==> src/rtl/psr_pkg.sv <==
package psr_pkg;

    localparam int DATA_W = 8;
    localparam int NDIG   = DATA_W / 4;
    localparam int MSB    = DATA_W - 1;
    localparam int NOPS   = 8;
    localparam int SEL_W  = $clog2(DATA_W);

    // operation vector bit positions
    localparam int OPB_ADC = 0;
    localparam int OPB_SBC = 1;
    localparam int OPB_SHF = 2;
    localparam int OPB_XFR = 3;
    localparam int OPB_BIT = 4;
    localparam int OPB_FLG = 5;
    localparam int OPB_BRK = 6;
    localparam int OPB_PLL = 7;

    // status bit positions
    localparam int FB_C = 0;
    localparam int FB_Z = 1;
    localparam int FB_I = 2;
    localparam int FB_D = 3;
    localparam int FB_B = 4;
    localparam int FB_T = 5;
    localparam int FB_V = 6;
    localparam int FB_N = 7;

    localparam logic [DATA_W-1:0] STATUS_RST = DATA_W'(1) << FB_I;

    typedef struct packed {
        logic [DATA_W-1:0] value;
        logic              carry;
        logic              ovf;
    } alu_res_t;

    function automatic logic is_onehot(input logic [NOPS-1:0] v);
        return $countones(v) == 1;
    endfunction

    // One decimal digit: returns {carry_or_borrow, digit}
    function automatic logic [4:0] bcd_digit(input logic [3:0] a, input logic [3:0] m,
                                             input logic ci, input logic sub);
        logic signed [6:0] t;
        logic              co;
        if (!sub) begin
            t  = {3'b000, a} + {3'b000, m} + {6'b0, ci};
            co = (t > 7'sd9);
            if (co) t = t + 7'sd6;
        end else begin
            t  = {3'b000, a} - {3'b000, m} - {6'b0, ci};
            co = (t < 7'sd0);
            if (co) t = t - 7'sd6;
        end
        return {co, t[3:0]};
    endfunction

endpackage

==> src/rtl/psr_alu.sv <==
module psr_alu
    import psr_pkg::*;
(
    input  logic [NOPS-1:0]   op_vec,
    input  logic [DATA_W-1:0] acc,
    input  logic [DATA_W-1:0] mem,
    input  logic              c_in,
    input  logic              dec_mode,
    input  logic              shift_cin,
    input  logic              shift_left,
    output alu_res_t          res
);

    logic              sub;
    logic [DATA_W-1:0] mop;
    logic [DATA_W:0]   bsum;
    logic              bovf;

    assign sub  = op_vec[OPB_SBC];
    assign mop  = sub ? ~mem : mem;
    assign bsum = {1'b0, acc} + {1'b0, mop} + {{DATA_W{1'b0}}, c_in};
    assign bovf = (acc[MSB] == mop[MSB]) && (bsum[MSB] != acc[MSB]);

    // decimal digit chain: carry for add, borrow for subtract
    logic              dchain [NDIG+1];
    logic [DATA_W-1:0] dsum;
    logic              dcarry;

    assign dchain[0] = sub ? ~c_in : c_in;

    generate
        for (genvar g = 0; g < NDIG; g++) begin : g_dig
            logic [4:0] dg;
            assign dg            = bcd_digit(acc[4*g +: 4], mem[4*g +: 4], dchain[g], sub);
            assign dchain[g+1]   = dg[4];
            assign dsum[4*g +: 4] = dg[3:0];
        end
    endgenerate

    assign dcarry = sub ? ~dchain[NDIG] : dchain[NDIG];

    always_comb begin
        res = '0;
        if (is_onehot(op_vec)) begin
            if (op_vec[OPB_ADC] || op_vec[OPB_SBC]) begin
                if (dec_mode) begin
                    res.value = dsum;
                    res.carry = dcarry;
                end else begin
                    res.value = bsum[DATA_W-1:0];
                    res.carry = bsum[DATA_W];
                    res.ovf   = bovf;
                end
            end else if (op_vec[OPB_SHF]) begin
                if (shift_left) begin
                    res.value = {acc[DATA_W-2:0], shift_cin};
                    res.carry = acc[MSB];
                end else begin
                    res.value = {shift_cin, acc[DATA_W-1:1]};
                    res.carry = acc[0];
                end
            end else if (op_vec[OPB_XFR]) begin
                res.value = mem;
            end else if (op_vec[OPB_BIT]) begin
                res.value = acc & mem;
            end
        end
    end

endmodule

==> src/rtl/psr_flags.sv <==
module psr_flags
    import psr_pkg::*;
(
    input  logic [NOPS-1:0]   op_vec,
    input  logic [DATA_W-1:0] cur,
    input  alu_res_t          res,
    input  logic [DATA_W-1:0] mem,
    input  logic [SEL_W-1:0]  flag_sel,
    input  logic              flag_val,
    output logic [DATA_W-1:0] nxt
);

    logic zero_res;
    assign zero_res = (res.value == '0);

    always_comb begin
        nxt = cur;
        if (is_onehot(op_vec)) begin
            if (op_vec[OPB_ADC] || op_vec[OPB_SBC]) begin
                nxt[FB_C] = res.carry;
                if (!cur[FB_D]) begin
                    nxt[FB_Z] = zero_res;
                    nxt[FB_V] = res.ovf;
                    nxt[FB_N] = res.value[MSB];
                end
            end else if (op_vec[OPB_SHF]) begin
                nxt[FB_C] = res.carry;
                nxt[FB_Z] = zero_res;
                nxt[FB_N] = res.value[MSB];
            end else if (op_vec[OPB_XFR]) begin
                nxt[FB_Z] = zero_res;
                nxt[FB_N] = res.value[MSB];
            end else if (op_vec[OPB_BIT]) begin
                nxt[FB_Z] = zero_res;
                nxt[FB_V] = mem[FB_V];
                nxt[FB_N] = mem[FB_N];
            end else if (op_vec[OPB_FLG]) begin
                case (int'(flag_sel))
                    FB_C, FB_I, FB_D, FB_T: nxt[flag_sel] = flag_val;
                    FB_V:                   nxt[FB_V]     = 1'b0;
                    default:                ;
                endcase
            end else if (op_vec[OPB_BRK]) begin
                nxt[FB_I] = 1'b1;
            end else if (op_vec[OPB_PLL]) begin
                nxt = mem;
            end
        end
        nxt[FB_B] = 1'b0;
    end

endmodule

==> src/rtl/psr_unit.sv <==
module psr_unit
    import psr_pkg::*;
(
    input  logic              clk,
    input  logic              rst,
    input  logic [7:0]        op_vec,
    input  logic [7:0]        acc_in,
    input  logic [7:0]        mem_in,
    input  logic              shift_cin,
    input  logic              shift_left,
    input  logic [2:0]        flag_sel,
    input  logic              flag_val,
    output logic [7:0]        status_q,
    output logic [7:0]        push_img,
    output logic [7:0]        result,
    output logic              irq_en
);

    alu_res_t          alu_out;
    logic [DATA_W-1:0] status_nxt;

    psr_alu u_alu (
        .op_vec     (op_vec),
        .acc        (acc_in),
        .mem        (mem_in),
        .c_in       (status_q[FB_C]),
        .dec_mode   (status_q[FB_D]),
        .shift_cin  (shift_cin),
        .shift_left (shift_left),
        .res        (alu_out)
    );

    psr_flags u_flags (
        .op_vec   (op_vec),
        .cur      (status_q),
        .res      (alu_out),
        .mem      (mem_in),
        .flag_sel (flag_sel),
        .flag_val (flag_val),
        .nxt      (status_nxt)
    );

    always_ff @(posedge clk) begin
        if (rst) status_q <= STATUS_RST;
        else     status_q <= status_nxt;
    end

    always_comb begin
        push_img = status_q;
        if (is_onehot(op_vec) && op_vec[OPB_BRK]) push_img[FB_B] = 1'b1;
    end

    assign result = alu_out.value;
    assign irq_en = ~status_q[FB_I];

endmodule

==> config.mk <==
export PLATFORM = sky130hd
export DESIGN_NAME = psr_unit
export DESIGN_NICKNAME = d
export VERILOG_FILES = /design/src/rtl/psr_pkg.sv /design/src/rtl/psr_alu.sv /design/src/rtl/psr_flags.sv /design/src/rtl/psr_unit.sv
export SDC_FILE = /design/constraint.sdc
export NUM_CORES = 1
export LEC_CHECK = 0
export ABC_AREA = 1
export BUFFER_PORTS_ARGS = -buffer_cell sky130_fd_sc_hd__clkbuf_2
export CORE_ASPECT_RATIO = 0.5
export CORE_UTILIZATION = 53
export CTS_CLUSTER_SIZE = 20
export DETAILED_ROUTE_END_ITERATION = 6
export HOLD_SLACK_MARGIN = 0.1
export PLACE_DENSITY = 0.8
export REMOVE_ABC_BUFFERS = 1
export SLEW_MARGIN = 10
export SYNTH_ARGS = -nofsm -noshare
export SYNTH_HDL_FRONTEND = slang
export SYNTH_SLANG_ARGS = --single-unit
==> constraint.sdc <==
create_clock -name clk -period 5.8 [get_ports clk]
set_input_delay 0.87 -clock clk [delete_from_list [all_inputs] [get_ports clk]]
set_output_delay 0.87 -clock clk [all_outputs]
set_load 0.02 [all_outputs]
After elaboration in Yosys (flattened, before gate mapping)
Index checks and enable logic that the tools add are counted.
Word-level totals
  flip-flop bits (word level): 8
  input bits: 32
  output and inout port bits: 25
  word-level logic and storage cells: 131
Cells by class
  add/subtract/negate cells: 21
  magnitude comparators: 6
  equal/unequal tests: 24
  mux-type cells: 53
  bitwise logic cells: 9
  reductions and logical operators: 12
Operators with widths (count)
  $add 32x32->32: 3
  $mux 8: 11
  $eq 32x2->1 const B: 1
  $mux 4: 7
  $mux 9: 3
  $mux 1: 18
  $mux 5: 3
  $lt 7x1->1 const B: 2
  $reduce_and 7->1: 2
  $sub 7x1->7: 2
  $add 5x1->6: 2
  $gt 6x4->1 const B: 2
  $mux 2: 6
  $add 4x4->5: 2
  $mux 10: 1
  $ne 5x4->1 const B: 2
  $sub 4x4->5: 2
  $add 8x8->9: 1
  $add 9x1->9: 1
  $add 1x1->2: 4
  $add 4x4->4 const B: 2
  $and 8x8->8: 1
  $bwmux 8: 1
  $logic_not 8->1: 1
  other kinds (29): 45

Depth between registers and ports, before layout
Gate-level depths: netlist of the first run.
  depth in word-level cells: 18
  mapped depth: 34
  depth with buffers taken out: 32

Modules after synthesis
From an unflattened synthesis of the first run, not the netlist that was laid out.
Second synthesis, totals
  cells, all modules: 568
  area total of the unflattened synthesis: 3429.5 µm²
By module, submodules not included
  psr_alu: times used 1, cells each 377, area each 2228.4 µm²
  psr_flags: times used 1, cells each 129, area each 715.7 µm²
  psr_unit: times used 1, cells each 62, area each 485.5 µm²

Worst setup path before layout of the first run
Ideal clock, no wire load.
  kind: input to output
  start point: input port op_vec[1]
  end point: output port result[7]
  arrival: 4.829 ns
  required time: 4.930 ns
  path slack: 0.101 ns
  stages on the path: 29
  buffers on the path: 2
  path through: buf_6 -> buf_2 -> xnor2_1 -> fa_1 -> fa_1 -> nand2_1 -> nand2_2 -> ha_1 -> nand2_1 -> a21boi_2 -> nand3_2 -> nand2_2 -> inv_1 -> o21ai_0 -> inv_1 -> fa_1 -> fa_1 -> nand2_1 -> nand2_1 -> ha_1 -> inv_1 -> nand3b_1 -> nand2_1 -> inv_1 -> nand2_1 -> nand2_1 -> nand2_1 -> nand3_2 -> inv_1
Between the ends
  longest elaborated chain between the ends: 11
RTL lines
  start, declared: line psr_unit.sv:6  | input logic [7:0] op_vec,
  $mux 1: line psr_alu.sv:29  | assign dchain[0] = sub ? ~c_in : c_in;
  $sub 7x1->7 or $add 5x1->6 (tied branches): line psr_pkg.sv:51, psr_pkg.sv:47
  $lt 7x1->1 or $gt 6x4->1 (tied branches): line psr_pkg.sv:52, psr_pkg.sv:48
  $mux 1: line psr_pkg.sv:46  | if (!sub) begin
  $sub 7x1->7 or $add 5x1->6 (tied branches): line psr_pkg.sv:51, psr_pkg.sv:47
  $lt 7x1->1 (tied with other cells): line psr_pkg.sv:52  | co = (t < 7'sd0);
  $mux 4 (on tied branches): line psr_pkg.sv:53, psr_pkg.sv:49
  $mux 4: line psr_pkg.sv:46
  $mux 9: line psr_alu.sv:46  | if (dec_mode) begin
  $mux 9: line psr_alu.sv:45  | if (op_vec[OPB_ADC] || op_vec[OPB_SBC]) begin
  $mux 10 *: line psr_alu.sv:44  | if (is_onehot(op_vec)) begin
  end, declared: line psr_unit.sv:15  | output logic [7:0] result,
Every way passes the cells marked *; elsewhere a longest branch is shown, timed or not.

Worst setup path after layout of the first run
Ends and elaborated chain as after synthesis.

==> impl_metrics.csv, run 1 <==
group,metric,value,unit
die,die_y,56.1,µm
die,io_pins,57,
die,num_rows,19,
sta,max_clock_freq,0.175,GHz
yosys,post_synth_xor_area_fraction,4.80,%
route,drt-initial-drc-count,263,
worst_setup_path,critical_path.slowest_cell,"sky130_fd_sc_hd__fa_2",
yosys,synth_fa_ha_area_share,25.1,%
die,die-area,6190,µm²
global_routing,grt_max_degree,21,
yosys,synth-edff-count,0,
yosys,ys_ff_latch,7,
global_routing,antenna_violations_before_repair,0,
worst_setup_path,launch_point_of_the_worst_reg_to_reg_path,"status_q[0]",
sta,finalClockSkew,0.00537,ns
cells_and_area,finish.cell_count_without_fillers,641,
clocking,clock_tree.htree_level_count,1,
worst_setup_path,worst-setup-path-type,"in -> out",
yosys,synth_compound_area_share,18.6,%
power_and_ir_drop,power_leakage,2.08,nW
sta,tightestPinTransition,0.807,ns
yosys,yosys_warnings,0,
cells_and_area,nNetsFinal,656,
cells_and_area,area_delta_synth_final,18.2,%
sta,timing.final.max_slew_violations,0,
status,outcome,"finished clean",
sta,finalHoldWorstSlack,0.486,ns
worst_setup_path,path_common_cell,"sky130_fd_sc_hd__nand2_1",
global_routing,grt_first_pass_wirelength,15.0,mm
yosys,synth.area.mux_share,0,%
cells_and_area,antenna_cells_inserted,0,
yosys,simple_logic_cell_fraction_of_the_synthesized_area,30.6,%
yosys,post_synth_main_area_contributors,"sky130_fd_sc_hd__ha_1, sky130_fd_sc_hd__nand2_1, sky130_fd_sc_hd__inv_1",
yosys,synth.cell_area,3100,µm²
sta,timing.final.ws_setup,0.0763,ns
die,core_area,5560,µm²
placed_design,port-buffer-count,55,
worst_setup_path,timing.critical_path.to_type,"output pin",
cells_and_area,drive_gt1_share,21.3,%
sta,max_slew_margin,46.0,%
yosys,yosys.area.top_type,"sky130_fd_sc_hd__ha_1",
yosys,asyncSetResetFlopFracSynth,0,%
sta,finalSetupViolCount,0,
cells_and_area,largest_reg_flops,7,
yosys,synth_top_family_by_area,"simple AND/OR/NAND/NOR gates",
power_and_ir_drop,cell_area_power_density,214,nW/µm²
clocking,cts.hold.buffers_added,0,
cells_and_area,top_regs,"status_q: 7 flops",
min_path,hold_path_class,"reg -> reg",
min_path,hp-start,"status_q[7]",
sta,setup_repair_after_global_routing_missed_its_margin,"true",
sta,period_share,98.7,%
clocking,tritoncts_clock_tree,"done",
placed_design,place_area,3450,µm²
worst_setup_path,timing.critical_path.from,"op_vec[1]",
route,detail_route.first_pass.iterations,5,
route,drt_wl_total,9.24,mm
power_and_ir_drop,total_power,784,µW
sta,final-hold-violation-count,0,
die,initial_core_util,55.8,%
route,drc,0,
placed_design,place_ws,-0.0718,ns
yosys,yosysSeqAreaShare,4.51,%
die,die-width,110,µm
cells_and_area,regMostFlops,"status_q",
global_routing,grt_usage,31.0,%
route,vias_per_cell,5.56,
placed_design,gp_routability_congestion,0.979,
power_and_ir_drop,ir_drop_worst_case_vdd,0.000189,V
clocking,tritoncts_num_sinks,7,
worst_setup_path,timing.critical_path.slowest_cell_delay,0.66,ns
worst_setup_path,arrival_time_of_the_worst_setup_path,4.85,ns
yosys,postSynthAreaPerCell,6.13,µm²
worst_setup_path,critical_path_peak_fanout,4,
global_routing,grt.overflow.total,0,
sta,period_minus_slack,5.72,ns
worst_setup_path,setup.worst_path.start_class,"input pin",
placed_design,hpwlAfterDp,7.48,mm
sta,finalSetupTns,0,ns
worst_setup_path,critical_path_required,4.93,ns
cells_and_area,finalInstanceArea,3670,µm²
cells_and_area,layout.core_utilization,66.0,%
run,number_of_max_cap_violations,0,
clocking,cts_buffers,3,
yosys,synth_cell_type_count,44,
yosys,synth_top_cell_area_share,17.3,%
route,routed_vias,3563,
clocking,cts.path.max_buffers,2,
yosys,synthFlopType,"sky130_fd_sc_hd__dfxtp_1",
cells_and_area,filler_cell_count,517,
placed_design,place.detailed.instances,632,
route,route.detailed.wl_per_inst,14.4,µm
clocking,path_clk_slew,0.04,ns
yosys,syn-instance-count,506,
clocking,worstSkewPairLatency,0.24,ns
clocking,cts-root-buf,"sky130_fd_sc_hd__clkbuf_16",
global_routing,first_global_vias,3131,
route,detail-route-antenna-nets,0,
## cell usage in the layout (no fill, tap or decap), types with 11 or more instances in the layout
cell type	synthesis	layout
sky130_fd_sc_hd__o21ai_0	22	21
sky130_fd_sc_hd__nor2_1	28	28
sky130_fd_sc_hd__nand3_1	43	42
sky130_fd_sc_hd__nand2_2	6	11
sky130_fd_sc_hd__inv_1	97	92
sky130_fd_sc_hd__clkbuf_2	0	53
sky130_fd_sc_hd__ha_1	43	41
sky130_fd_sc_hd__buf_4	11	20
sky130_fd_sc_hd__xor2_1	12	12
sky130_fd_sc_hd__nand2_1	118	112
sky130_fd_sc_hd__a21oi_1	34	33
## cell type report
type / count / area, µm² / share of cell area [%]
Inverter: 101 / 379 / 10.3
Sequential cell: 7 / 140 / 3.82
Multi-Input combinational cell: 381 / 2540 / 69.3
Clock buffer: 4 / 78.8 / 2.15
Timing Repair Buffer: 75 / 438 / 11.9
Tap cell: 73 / 91.3 / 2.49
## synth_stat cells, drive strengths merged, types with 4 or more instances
cell type    n
nand2      124
inv        100
nand3       46
ha          43
a21oi       40
nor2        29
o21ai       22
buf         15
fa          12
xor2        12
dfxtp        7
nor3         7
a31oi        5
nand4        5
xnor2        5
a21boi       4
o211ai       4
## timing repair
action,in CTS,in global routing
endpoints found under the setup margin,3,3
pin swaps,1,14
gates resized for setup,2,30
buffers inserted,1,4
gates cloned,0,0
## routing by layer
| layer | vias to the layer above | track usage (%) | share of wire [%] |
|---|---|---|---|
| li1 | 1757 | - | - |
| met1 | 1568 | 45.7 | 45 |
| met2 | 207 | 46.2 | 42 |
| met3 | 31 | 4.57 | 11 |
| met4 | 0 | 9.40 | 2.6 |
| met5 | - | 0 | 0 |
## report_power, final
| group | internal [mW] | switching [mW] | total (mW) |
|---|---|---|---|
| Sequential | 0.0553 | 0.00906 | 0.0643 |
| Clock | 0.0920 | 0.0316 | 0.124 |
| Combinational | 0.231 | 0.365 | 0.596 |
## cells by family after synthesis
kind of cell | after synthesis
xor+xnor | 17
simple gates | 216
compound gates | 92
other cells | 1
buf+inv | 118
fa+ha+maj | 55
flops | 7
## final timing paths
kind            endpoint  cells past startpoint  slack (ns)
max reg2reg  status_q[1]                     28        1.10
min reg2reg  status_q[7]                      2        0.49
max            result[7]                     28        0.08
min          status_q[7]                      2        0.49
## worst max-delay path, delay by kind of cell
family | cells | cell delay [ns]
fa+ha+maj | 6 | 2.16
simple gates | 11 | 0.83
buf+inv | 8 | 0.58
compound gates | 2 | 0.26
xor+xnor | 1 | 0.15
Note: power is estimated with default switching activity, not from simulation.
==> inputs of run 2 (changes only) <==
Settings changed: CORE_UTILIZATION 53 to 57, PLACE_DENSITY 0.8 to 0.81.
Clock period 5.8 ns to 6.3 ns, I/O delays scaled along.
==> impl_metrics.csv, run 2 (same netlist as run 1, synthesis figures left out) <==
group,metric,value,unit
status,outcome,"finished clean",
sta,timing.final.max_slew_violations,0,
worst_setup_path,timing.critical_path.to_type,"output pin",
route,sum_of_routed_wire_segments_on_met1,4.28,mm
clocking,cts.hold.buffers_added,0,
placed_design,gp_routability_congestion,0.991,
cells_and_area,area_delta_synth_final,10.6,%
power_and_ir_drop,power.internal,277,µW
global_routing,grt_usage,31.4,%
power_and_ir_drop,ir_drop_worst_case_vdd,0.000103,V
clocking,path_clk_slew,0.04,ns
sta,period_minus_slack,5.98,ns
cells_and_area,mostFrequentLayoutCells,"sky130_fd_sc_hd__nand2_1, sky130_fd_sc_hd__inv_1, sky130_fd_sc_hd__clkbuf_2",
sta,tightestPinTransition,0.956,ns
route,drt-initial-drc-count,252,
route,routed.top_layer,"met4",
cells_and_area,antenna_cells_inserted,0,
route,detailroute.wirelength.met3,876,µm
worst_setup_path,critical_path_peak_fanout,4,
route,routed-wl-met2,3.61,mm
clocking,clock_tree.htree_level_count,1,
worst_setup_path,critical_path.slowest_cell,"sky130_fd_sc_hd__fa_2",
sta,finalSetupViolCount,0,
power_and_ir_drop,clock_power_share,10.7,%
global_routing,antenna_violations_before_repair,0,
die,initial_core_util,61.0,%
die,num_rows,18,
run,number_of_max_cap_violations,0,
placed_design,hpwlAfterDp,7.37,mm
die,die-area,5760,µm²
power_and_ir_drop,power_leakage,1.98,nW
route,route.detailed.wl_per_inst,14.2,µm
power_and_ir_drop,p_comb_share,79.9,%
cells_and_area,drive_gt1_share,16.1,%
worst_setup_path,setup.worst_path.start_class,"input pin",
clocking,cts_buffers,3,
cells_and_area,mostFrequentLayoutCell,"sky130_fd_sc_hd__nand2_1",
global_routing,grt.overflow.total,0,
worst_setup_path,timing.critical_path.slowest_cell_delay,0.41,ns
sta,final-hold-violation-count,0,
clocking,worstSkewPairLatency,0.24,ns
global_routing,first_global_vias,2896,
clocking,cts-root-buf,"sky130_fd_sc_hd__clkbuf_8",
die,die_y,54.2,µm
sta,finalClockSkew,0.0128,ns
power_and_ir_drop,cell_area_power_density,181,nW/µm²
cells_and_area,top_regs,"status_q: 7 flops",
cells_and_area,largest_reg_flops,7,
worst_setup_path,worst-setup-path-type,"in -> out",
power_and_ir_drop,netSwitchingFraction,55.4,%
route,routed_vias,3370,
die,die-width,106,µm
min_path,hold_path_class,"reg -> reg",
clocking,tritoncts_num_sinks,7,
cells_and_area,regMostFlops,"status_q",
route,drc,0,
sta,max_clock_freq,0.167,GHz
die,io_pins,57,
worst_setup_path,arrival_time_of_the_worst_setup_path,5.03,ns
route,vias_per_cell,5.40,
worst_setup_path,critical_path_required,5.35,ns
cells_and_area,finish.cell_count_without_fillers,624,
sta,finalSetupTns,0,ns
sta,max_slew_margin,36.0,%
worst_setup_path,path_common_cell,"sky130_fd_sc_hd__nand2_1",
power_and_ir_drop,power_frac_seq,9.4,%
clocking,cts.path.max_buffers,2,
die,core_area,5090,µm²
power_and_ir_drop,netSwitchingPower,343,µW
global_routing,grt_max_degree,21,
route,detail-route-antenna-nets,0,
route,drt_wl_total,8.86,mm
route,detail_route.first_pass.iterations,6,
sta,period_share,94.9,%
cells_and_area,nNetsFinal,642,
global_routing,grt_first_pass_wirelength,14.0,mm
clocking,tritoncts_clock_tree,"done",
placed_design,place.detailed.instances,619,
placed_design,port-buffer-count,55,
==> run 2: changes by cell type in the layout (fill, tap and decap cells not counted), moves of 3 or more <==
cell / previous run / this run
sky130_fd_sc_hd__buf_4: 20 / 6
sky130_fd_sc_hd__clkbuf_16: 3 / 0
sky130_fd_sc_hd__clkbuf_8: 0 / 3
sky130_fd_sc_hd__inv_1: 92 / 96
sky130_fd_sc_hd__inv_2: 8 / 4
sky130_fd_sc_hd__nand2_1: 112 / 118
sky130_fd_sc_hd__nand2_2: 11 / 6
==> run 2: worst max-delay path: cells and delay by family <==
kind / cells / cell delay [ns]
buf+inv: 7 / 0.62
fa+ha+maj: 5 / 1.75
compound gates: 2 / 0.27
simple gates: 15 / 1.25
xor+xnor: 1 / 0.17
==> run 2: power groups by stage <==
stage | combinational, mW | clock, mW | sequential, mW
3_3_place_gp | 0.478 | 0 | 0.0583
3_5_place_dp | 0.483 | 0 | 0.0584
5_1_grt | 0.560 | 0.0700 | 0.0587
4_1_cts | 0.485 | 0.0656 | 0.0577
2_1_floorplan | 0.328 | 0 | 0.0722
6_report | 0.495 | 0.0665 | 0.0581
==> run 2: final timing paths <==
check	start	to	slack, ns	depth (start not counted)
worst min register to register	status_q[7]	status_q[7]	0.49	2
worst max register to register	status_q[0]	status_q[1]	1.52	31
worst min-delay path	status_q[7]	status_q[7]	0.49	2
worst max-delay path	op_vec[1]	result[5]	0.32	30
==> run 2: repair_timing <==
item                                    in CTS  in global routing
gates resized for setup                      0                  4
hold endpoints to repair                     0                  0
endpoints found under the setup margin       0                  3
setup buffers                                0                  1
==> run 2: routing by layer <==
metal,vias to the layer above,track usage (%)
met5,-,0
met4,0,5.32
met3,17,4.24
met2,168,50.6
met1,1457,45.3
li1,1728,-
==> run 2: area by class of cell <==
cell class                 instances  area (µm²)
fill                             524        1660
tap                               70        87.6
sequential                         7         140
multi-input combinational        381        2460
timing repair buffer              61         320
inverter                         101         379
clock buffer                       4        45.0
==> run 2: per-stage QoR <==
stage | utilization [%] | hold WS [ns] | power (mW) | setup slack, ns | instance area [µm²]
after global routing | 67.5 | 0.497 | 0.688 | -0.00610 | 3430
after global placement | 66.3 | 0.470 | 0.536 | 0.360 | 3380
after floorplan | - | 0.632 | 0.400 | 0.771 | 2980
final | 67.5 | 0.486 | 0.620 | 0.323 | 3430
after detailed placement | 66.3 | 0.483 | 0.541 | 0.262 | 3380
after CTS | 67.2 | 0.490 | 0.609 | 0.244 | 3420
